==> src/rtl/keybank_pkg.sv <==
package keybank_pkg;

    localparam int unsigned BYTE_W_DEF    = 8;
    localparam int unsigned KEY_BYTES_DEF = 8;
    localparam int unsigned NUM_SLOTS     = 3;

    typedef enum logic [1:0] {
        TGT_NONE   = 2'd0,
        TGT_MASTER = 2'd1,
        TGT_ENC    = 2'd2,
        TGT_DEC    = 2'd3
    } key_tgt_e;

    typedef struct packed {
        key_tgt_e tgt;
        logic     aux;
    } load_cmd_t;

    // Odd parity over the whole byte, parity bit included.
    function automatic logic parity_good(input logic [BYTE_W_DEF-1:0] b);
        return ^b;
    endfunction

    // Master slot may only be filled from the auxiliary port.
    function automatic logic cmd_permitted(input load_cmd_t c);
        return (c.tgt != TGT_NONE) && ((c.tgt != TGT_MASTER) || c.aux);
    endfunction

endpackage

==> src/rtl/kb_intake.sv <==
module kb_intake
    import keybank_pkg::*;
#(
    parameter int unsigned BYTE_W = BYTE_W_DEF
) (
    input  logic              pending,
    input  logic              sel_aux,
    input  logic              host_we,
    input  logic [BYTE_W-1:0] host_byte,
    input  logic              aux_we,
    input  logic [BYTE_W-1:0] aux_byte,
    output logic              byte_valid,
    output logic              byte_ok,
    output logic [BYTE_W-2:0] byte_bits
);

    logic [BYTE_W-1:0] chosen;

    always_comb begin
        chosen     = sel_aux ? aux_byte : host_byte;
        byte_valid = pending && (sel_aux ? aux_we : host_we);
        byte_ok    = ^chosen;
        byte_bits  = chosen[BYTE_W-1:1];
    end

endmodule

==> src/rtl/kb_sequencer.sv <==
module kb_sequencer
    import keybank_pkg::*;
#(
    parameter int unsigned BYTE_W    = BYTE_W_DEF,
    parameter int unsigned KEY_BYTES = KEY_BYTES_DEF,
    localparam int unsigned BW       = BYTE_W - 1,
    localparam int unsigned KEY_W    = KEY_BYTES * BW,
    localparam int unsigned SH_W     = KEY_W - BW,
    localparam int unsigned CNT_W    = $clog2(KEY_BYTES)
) (
    input  logic             clk,
    input  logic             rst,
    input  logic             cmd_valid,
    input  load_cmd_t        cmd,
    input  logic             byte_valid,
    input  logic             byte_ok,
    input  logic [BW-1:0]    byte_bits,
    output logic             pending,
    output logic             sel_aux,
    output logic             done,
    output logic             perr,
    output logic             commit_valid,
    output key_tgt_e         commit_tgt,
    output logic [KEY_W-1:0] commit_value
);

    localparam logic [CNT_W-1:0] LAST = CNT_W'(KEY_BYTES - 1);

    logic [CNT_W-1:0] cnt;
    logic [SH_W-1:0]  shadow;
    key_tgt_e         tgt_q;
    logic             start;
    logic             last_byte;

    always_comb begin
        start        = cmd_valid && cmd_permitted(cmd);
        last_byte    = (cnt == LAST);
        commit_valid = !rst && !start && byte_valid && byte_ok && last_byte;
        commit_tgt   = tgt_q;
        commit_value = {shadow, byte_bits};
    end

    always_ff @(posedge clk) begin
        if (rst) begin
            pending <= 1'b0;
            done    <= 1'b0;
            perr    <= 1'b0;
            cnt     <= '0;
            tgt_q   <= TGT_NONE;
            sel_aux <= 1'b0;
            shadow  <= '0;
        end else if (start) begin
            pending <= 1'b1;
            done    <= 1'b0;
            perr    <= 1'b0;
            cnt     <= '0;
            tgt_q   <= cmd.tgt;
            sel_aux <= cmd.aux;
            shadow  <= '0;
        end else if (byte_valid) begin
            if (!byte_ok) begin
                perr    <= 1'b1;
                pending <= 1'b0;
                cnt     <= '0;
            end else if (last_byte) begin
                pending <= 1'b0;
                done    <= 1'b1;
                cnt     <= '0;
            end else begin
                shadow  <= {shadow[SH_W-BW-1:0], byte_bits};
                cnt     <= cnt + 1'b1;
            end
        end
    end

endmodule

==> src/rtl/kb_key_store.sv <==
module kb_key_store
    import keybank_pkg::*;
#(
    parameter int unsigned KEY_W = KEY_BYTES_DEF * (BYTE_W_DEF - 1),
    parameter int unsigned SLOTS = NUM_SLOTS
) (
    input  logic             clk,
    input  logic             commit_valid,
    input  key_tgt_e         commit_tgt,
    input  logic [KEY_W-1:0] commit_value,
    output logic [KEY_W-1:0] key_q [SLOTS]
);

    // Key slots are deliberately not reset: stored keys survive a reset.
    for (genvar g = 0; g < SLOTS; g++) begin : g_slot
        localparam logic [1:0] SLOT_ID = 2'(g + 1);
        always_ff @(posedge clk) begin
            if (commit_valid && (commit_tgt == key_tgt_e'(SLOT_ID))) begin
                key_q[g] <= commit_value;
            end
        end
    end

endmodule

==> src/rtl/keybank.sv <==
module keybank
    import keybank_pkg::*;
#(
    parameter int unsigned BYTE_W    = BYTE_W_DEF,
    parameter int unsigned KEY_BYTES = KEY_BYTES_DEF,
    localparam int unsigned KEY_W    = KEY_BYTES * (BYTE_W - 1)
) (
    input  logic              clk,
    input  logic              rst,
    input  logic              cmd_valid,
    input  logic [1:0]        cmd_target,
    input  logic              cmd_aux,
    input  logic              host_we,
    input  logic [BYTE_W-1:0] host_byte,
    input  logic              aux_we,
    input  logic [BYTE_W-1:0] aux_byte,
    output logic              cmd_pending,
    output logic              load_done,
    output logic              parity_err,
    output logic [KEY_W-1:0]  master_key,
    output logic [KEY_W-1:0]  enc_key,
    output logic [KEY_W-1:0]  dec_key
);

    load_cmd_t         cmd;
    logic              sel_aux;
    logic              byte_valid;
    logic              byte_ok;
    logic [BYTE_W-2:0] byte_bits;
    logic              commit_valid;
    key_tgt_e          commit_tgt;
    logic [KEY_W-1:0]  commit_value;
    logic [KEY_W-1:0]  key_q [NUM_SLOTS];

    always_comb begin
        cmd.tgt = key_tgt_e'(cmd_target);
        cmd.aux = cmd_aux;
    end

    kb_intake #(.BYTE_W(BYTE_W)) u_intake (
        .pending    (cmd_pending),
        .sel_aux    (sel_aux),
        .host_we    (host_we),
        .host_byte  (host_byte),
        .aux_we     (aux_we),
        .aux_byte   (aux_byte),
        .byte_valid (byte_valid),
        .byte_ok    (byte_ok),
        .byte_bits  (byte_bits)
    );

    kb_sequencer #(.BYTE_W(BYTE_W), .KEY_BYTES(KEY_BYTES)) u_seq (
        .clk          (clk),
        .rst          (rst),
        .cmd_valid    (cmd_valid),
        .cmd          (cmd),
        .byte_valid   (byte_valid),
        .byte_ok      (byte_ok),
        .byte_bits    (byte_bits),
        .pending      (cmd_pending),
        .sel_aux      (sel_aux),
        .done         (load_done),
        .perr         (parity_err),
        .commit_valid (commit_valid),
        .commit_tgt   (commit_tgt),
        .commit_value (commit_value)
    );

    kb_key_store #(.KEY_W(KEY_W), .SLOTS(NUM_SLOTS)) u_store (
        .clk          (clk),
        .commit_valid (commit_valid),
        .commit_tgt   (commit_tgt),
        .commit_value (commit_value),
        .key_q        (key_q)
    );

    always_comb begin
        master_key = key_q[0];
        enc_key    = key_q[1];
        dec_key    = key_q[2];
    end

endmodule

==> config.mk <==
export PLATFORM = sky130hd
export DESIGN_NAME = keybank
export DESIGN_NICKNAME = d
export VERILOG_FILES = /design/src/rtl/keybank_pkg.sv /design/src/rtl/kb_intake.sv /design/src/rtl/kb_sequencer.sv /design/src/rtl/kb_key_store.sv /design/src/rtl/keybank.sv
export SDC_FILE = /design/constraint.sdc
export NUM_CORES = 1
export LEC_CHECK = 0
export ABC_CLOCK_PERIOD_IN_PS = 8350
export CAP_MARGIN = 20
export CORE_ASPECT_RATIO = 1.4
export CORE_MARGIN = 5
export CORE_UTILIZATION = 65
export CTS_CLUSTER_DIAMETER = 40
export DETAILED_ROUTE_END_ITERATION = 7
export DONT_BUFFER_PORTS = 1
export PLACE_DENSITY = 0.81
export SLEW_MARGIN = 20
export SYNTH_ARGS = -nofsm -noshare
export SYNTH_HDL_FRONTEND = slang
export SYNTH_HIERARCHICAL = 1
export SYNTH_SLANG_ARGS = --single-unit
==> constraint.sdc <==
create_clock -name clk -period 8.35 [get_ports clk]
set_clock_uncertainty 0.05 [all_clocks]
set_input_delay 1.67 -clock clk [delete_from_list [all_inputs] [get_ports clk]]
set_output_delay 1.67 -clock clk [all_outputs]
set_load 0.01 [all_outputs]
### Yosys cells after proc, flatten, opt, wreduce, memory -nomap -nowiden

Index checks and enable logic that the tools add are counted.
Widths: inputs -> output; s select.

* add/subtract/negate cells: 1
* multipliers: 0
* div/mod/pow operators: 0
* order comparisons: 0
* equal/unequal tests: 6
* shift operators: 0
* muxes and demuxes: 8
* bitwise gates (word level): 2
* reduce and logical (&&, ||, !) cells: 21

Operators with widths (number)
* $logic_and 1x1->1: 10
* $mux 8: 1
* $reduce_xor 8->1: 1
* $mux 3: 2
* $reduce_and 3->1: 2
* $mux 1: 5
* $eq 2x2->1 const B: 2
* $reduce_and 2->1: 2
* $reduce_bool 2->1: 2
* $add 3x1->3 const B: 1
* $eq 3x3->1 const B: 1
* $ne 3x3->1 const B: 1
* $eq 2x1->1 const B: 1
* $logic_not 1->1: 2
* $ne 2x1->1 const B: 1
* $not 1->1: 2
* $reduce_or 2->1: 1
* $logic_or 1x1->1: 1

* register bits: 226
* bits in latches: 0
* memory bits (writable): 0
* bits in read-only memories: 0
* bits of input ports: 24
* output and inout port bits: 171
* word-level logic and storage cells: 48
* memories kept: 0

### Logic depth before layout (Yosys ltp)

* word-level depth: 10
* mapped depth: 9
* mapped depth without buffers: 7

### Cells and area by module

The synthesis kept the hierarchy.

Modules (own cells, without submodules)
* kb_key_store: times used 1, cells each 171, area each 5069.9 µm², sequential area each 5044.8 µm²
* kb_sequencer: times used 1, cells each 265, area each 2184.6 µm², sequential area each 1161.1 µm²
* kb_intake: times used 1, cells each 20, area each 225.2 µm², sequential area each 0.0 µm²

### Worst setup path before layout

OpenSTA, ideal clock, no wires.

* path kind: input-to-reg
* from: in aux_byte[3]
* to: reg u_store/key_q[100] in the netlist's numbering, enable pin
* setup time: 0.420 ns
* arrival time: 4.172 ns
* data required time: 7.880 ns
* path slack: 3.708 ns
* cell stages on the path: 7
* path buffers: 0
* cell sequence: xor2_1 > mux2i_1 > xnor2_1 > xnor3_1 > nand3_1 > nor2_1 > and3b_1

* longest elaborated chain between the ends: 5

RTL lines
* start, declared: line keybank.sv:16 `input logic [BYTE_W-1:0] aux_byte,`
* $mux 8: line kb_intake.sv:20 `chosen = sel_aux ? aux_byte : host_byte;`
* $reduce_xor 8->1: line kb_intake.sv:22 `byte_ok = ^chosen;`
* via byte_ok: line keybank.sv:28 `logic byte_ok;`
* $logic_and 1x1->1 (2 in a row): line kb_sequencer.sv:38 `commit_valid = !rst && !start && byte_valid && byte_ok && last_byte;`
* via commit_valid: line keybank.sv:30 `logic commit_valid;`
* $logic_and 1x1->1: line kb_key_store.sv:18 `if (commit_valid && (commit_tgt == key_tgt_e'(SLOT_ID))) begin`
* end signal, assigned by index: line kb_key_store.sv:19 `key_q[g] <= commit_value;`
* end, declared: line kb_key_store.sv:11 `output logic [KEY_W-1:0] key_q [SLOTS]`

The timed path passes the listed nets, and every way through them passes these cells.
A chain may end at the register's enable or synchronous reset.

### Worst setup path in the final report

* from: in aux_byte[3]
* to: reg u_store/key_q[58] in the netlist's numbering, enable pin

Same word-level chain as after synthesis.

==> reports/metrics.cfg <==
[run_status]
run_status=completed

[timing]
worst_slew_pin_slew_ns=0.960
hold_viol_final=0
setup_tns_ns=0
period_minus_slack_ns=4.05
relSlewSlack=0.360
rsz0062_at_grt=no
fin_hold_ws_ns=0.416
setup_ws_ns=4.30
setup_violations=0
fmax_ghz=0.247
maxSlewViolCount=0
min_period_over_period=0.486

[cts]
cts_root_buf=clkbuf_16
path_clk_slew_ns=0.07
insertion_delay_ns=0.47
cts_tree=yes
htree_levels=1
cts_resized=0
cts_sinks=226
clk_path_buf_depth=3
numCtsBuffers=19
cts_setup_buffers=0
hold_buffers=0

[yosys]
synth_edf_count=168
yosys.area.top_type_share=0.674
synth_nets=482
synth-seq-cells=226
ys_seq_area_frac=0.830
yosys.area.top_type=edfxtp_1
yosysWarnings=6
synth_area_um2=7480
syn-instance-count=456
synth.distinct_cells=27
yosys_most_used_dff=edfxtp_1
ys_top_cells_by_area=edfxtp_1, dfxtp_1, nand2_1
async_flop_share=0
syn_avg_cell_area_um2=16.4

[worst_hold_path]
whs_path_depth=2
hp-start=u_seq/cnt[2]
hp-class=flip-flop to flip-flop
min_to=u_seq/cnt[2]

[setup_path]
rr_endpoint=u_store/key_q[58]
start_kind=input port
arrival_ns=4.12
reg2reg_from=u_seq/sel_aux
crit_path_max_incr_delay_ns=0.60
path_max_fanout=33
r2r_slack_ns=4.75
required_ns=8.41
path_buf_inv=1
cp-end-kind=flip-flop
path_cells=xor2_1 -> mux2i_1 -> xnor2_1 -> xnor3_1 -> nand3_1 -> nor2_1 -> and3b_2 -> buf_4
crit_path_top_delay_cell=and3b_2
path_delay_family=simple AND/OR/NAND/NOR gates
worstRegToRegCells=7
path_class=input port to flip-flop

[final_layout]
layout_common_cells=edfxtp_1, nand2_1, dfxtp_1
fin_area_um2=8110
final_nets=483
antenna_cells=0
finish.utilization=0.719
syn2layout_area_growth_pct=8.48
final_layout_size_suffix_gt1_frac=0.117
mostFrequentLayoutCell=edfxtp_1
layout.cells.non_filler=613

[run]
cap_violations=0

[power]
vdd_drop_max_mv=0.233
p_leak_nw=2.53
p_per_area_nw_per_um2=259
power_mw=2.10

[routing]
drc=0
firstDrtPassIters=4
wl_per_cell_um=24.9
viasPerCell=5.89
ant_nets=0
via_count=3612
drt_iter0_markers=252
wl_mm=15.2

[die]
initial_core_util=0.663
die_width_um=101
fp.dieH_um=137
core_um2=11300
core.rowCount=46
die_area_um2=13800
ioPinCount=195

[place]
gp_congestion=0.756
numPortBuffers=0
dp_hpwl_mm=9.56
pre_cts_slack_ns=3.77
dpl.cell_count=580
placed_area_um2=7510

[global_routing]
overflow=0
track_usage=0.215
grt_pass1_wl_mm=22.2
first_global_vias=3584
grt_start_max_net_pins=56
antenna_found_initial=0

==> sequential cells by signal, summed over array words and instances, names as in the netlist <==
signal,flops
u_seq/cnt,3
u_seq/commit_tgt,2
u_seq/done,1
u_seq/pending,1
u_seq/perr,1
u_seq/sel_aux,1
u_seq/shadow,49
u_store/key_q,168
==> worst max path at each step <==
stage / to / from / cells after the start / slack [ns]
4_1_cts: u_store/key_q[78] / aux_byte[3] / 8 / 4.25
6_report: u_store/key_q[58] / aux_byte[3] / 8 / 4.30
2_1_floorplan: u_store/key_q[100] / aux_byte[3] / 7 / 3.71
3_5_place_dp: u_store/key_q[58] / aux_byte[3] / 8 / 3.77
3_3_place_gp: u_store/key_q[103] / aux_byte[3] / 8 / 3.82
5_1_grt: u_store/key_q[58] / aux_byte[3] / 8 / 4.11
==> cells by family after synthesis <==
group | after synthesis | share of synthesized area
AOI/OAI and AO/OA | 62 | 0.0468
muxes | 11 | 0.0169
DFF | 226 | 0.830
adders and majority gates | 2 | 0.00335
and+or+nand+nor | 119 | 0.0641
buffers and inverters | 28 | 0.0269
xor gates and xnor gates | 8 | 0.0122
==> per-layer routing <==
layer  global-route usage  wire (um)
met5                    0          0
met4               0.0682        373
met3               0.0709       1460
met2                0.369       8040
met1                0.255       5360
==> area by class of cell <==
cell class | count | area [um^2]
clock buffer | 22 | 487
clock inverter | 11 | 115
fill | 694 | 3170
inverter | 3 | 11.3
multi-input combinational | 202 | 1080
sequential | 226 | 6210
tap | 144 | 180
timing repair buffer | 5 | 37.5
==> Yosys cell counts, types with 4 or more instances <==
master	number
xor2_1	5
edfxtp_1	168
buf_4	10
a21oi_2	8
nand3_1	4
buf_2	5
mux2i_1	4
mux2_2	5
buf_6	7
dfxtp_1	58
a21oi_1	49
nand2_1	105
==> where the power goes <==
part / internal [mW] / switching [mW]
registers: 1.20 / 0.00450
logic: 0.0179 / 0.0375
clock network: 0.483 / 0.366
==> worst reg2reg max path: cells and delay by family (launching register included) <==
kind                      cells  cell delay (ns)
DFF                           1             0.70
muxes                         1             0.40
buffers and inverters         1             0.52
xor gates and xnor gates      2             0.62
and+or+nand+nor               3             0.93
Note: power is estimated with default switching activity, not from simulation.
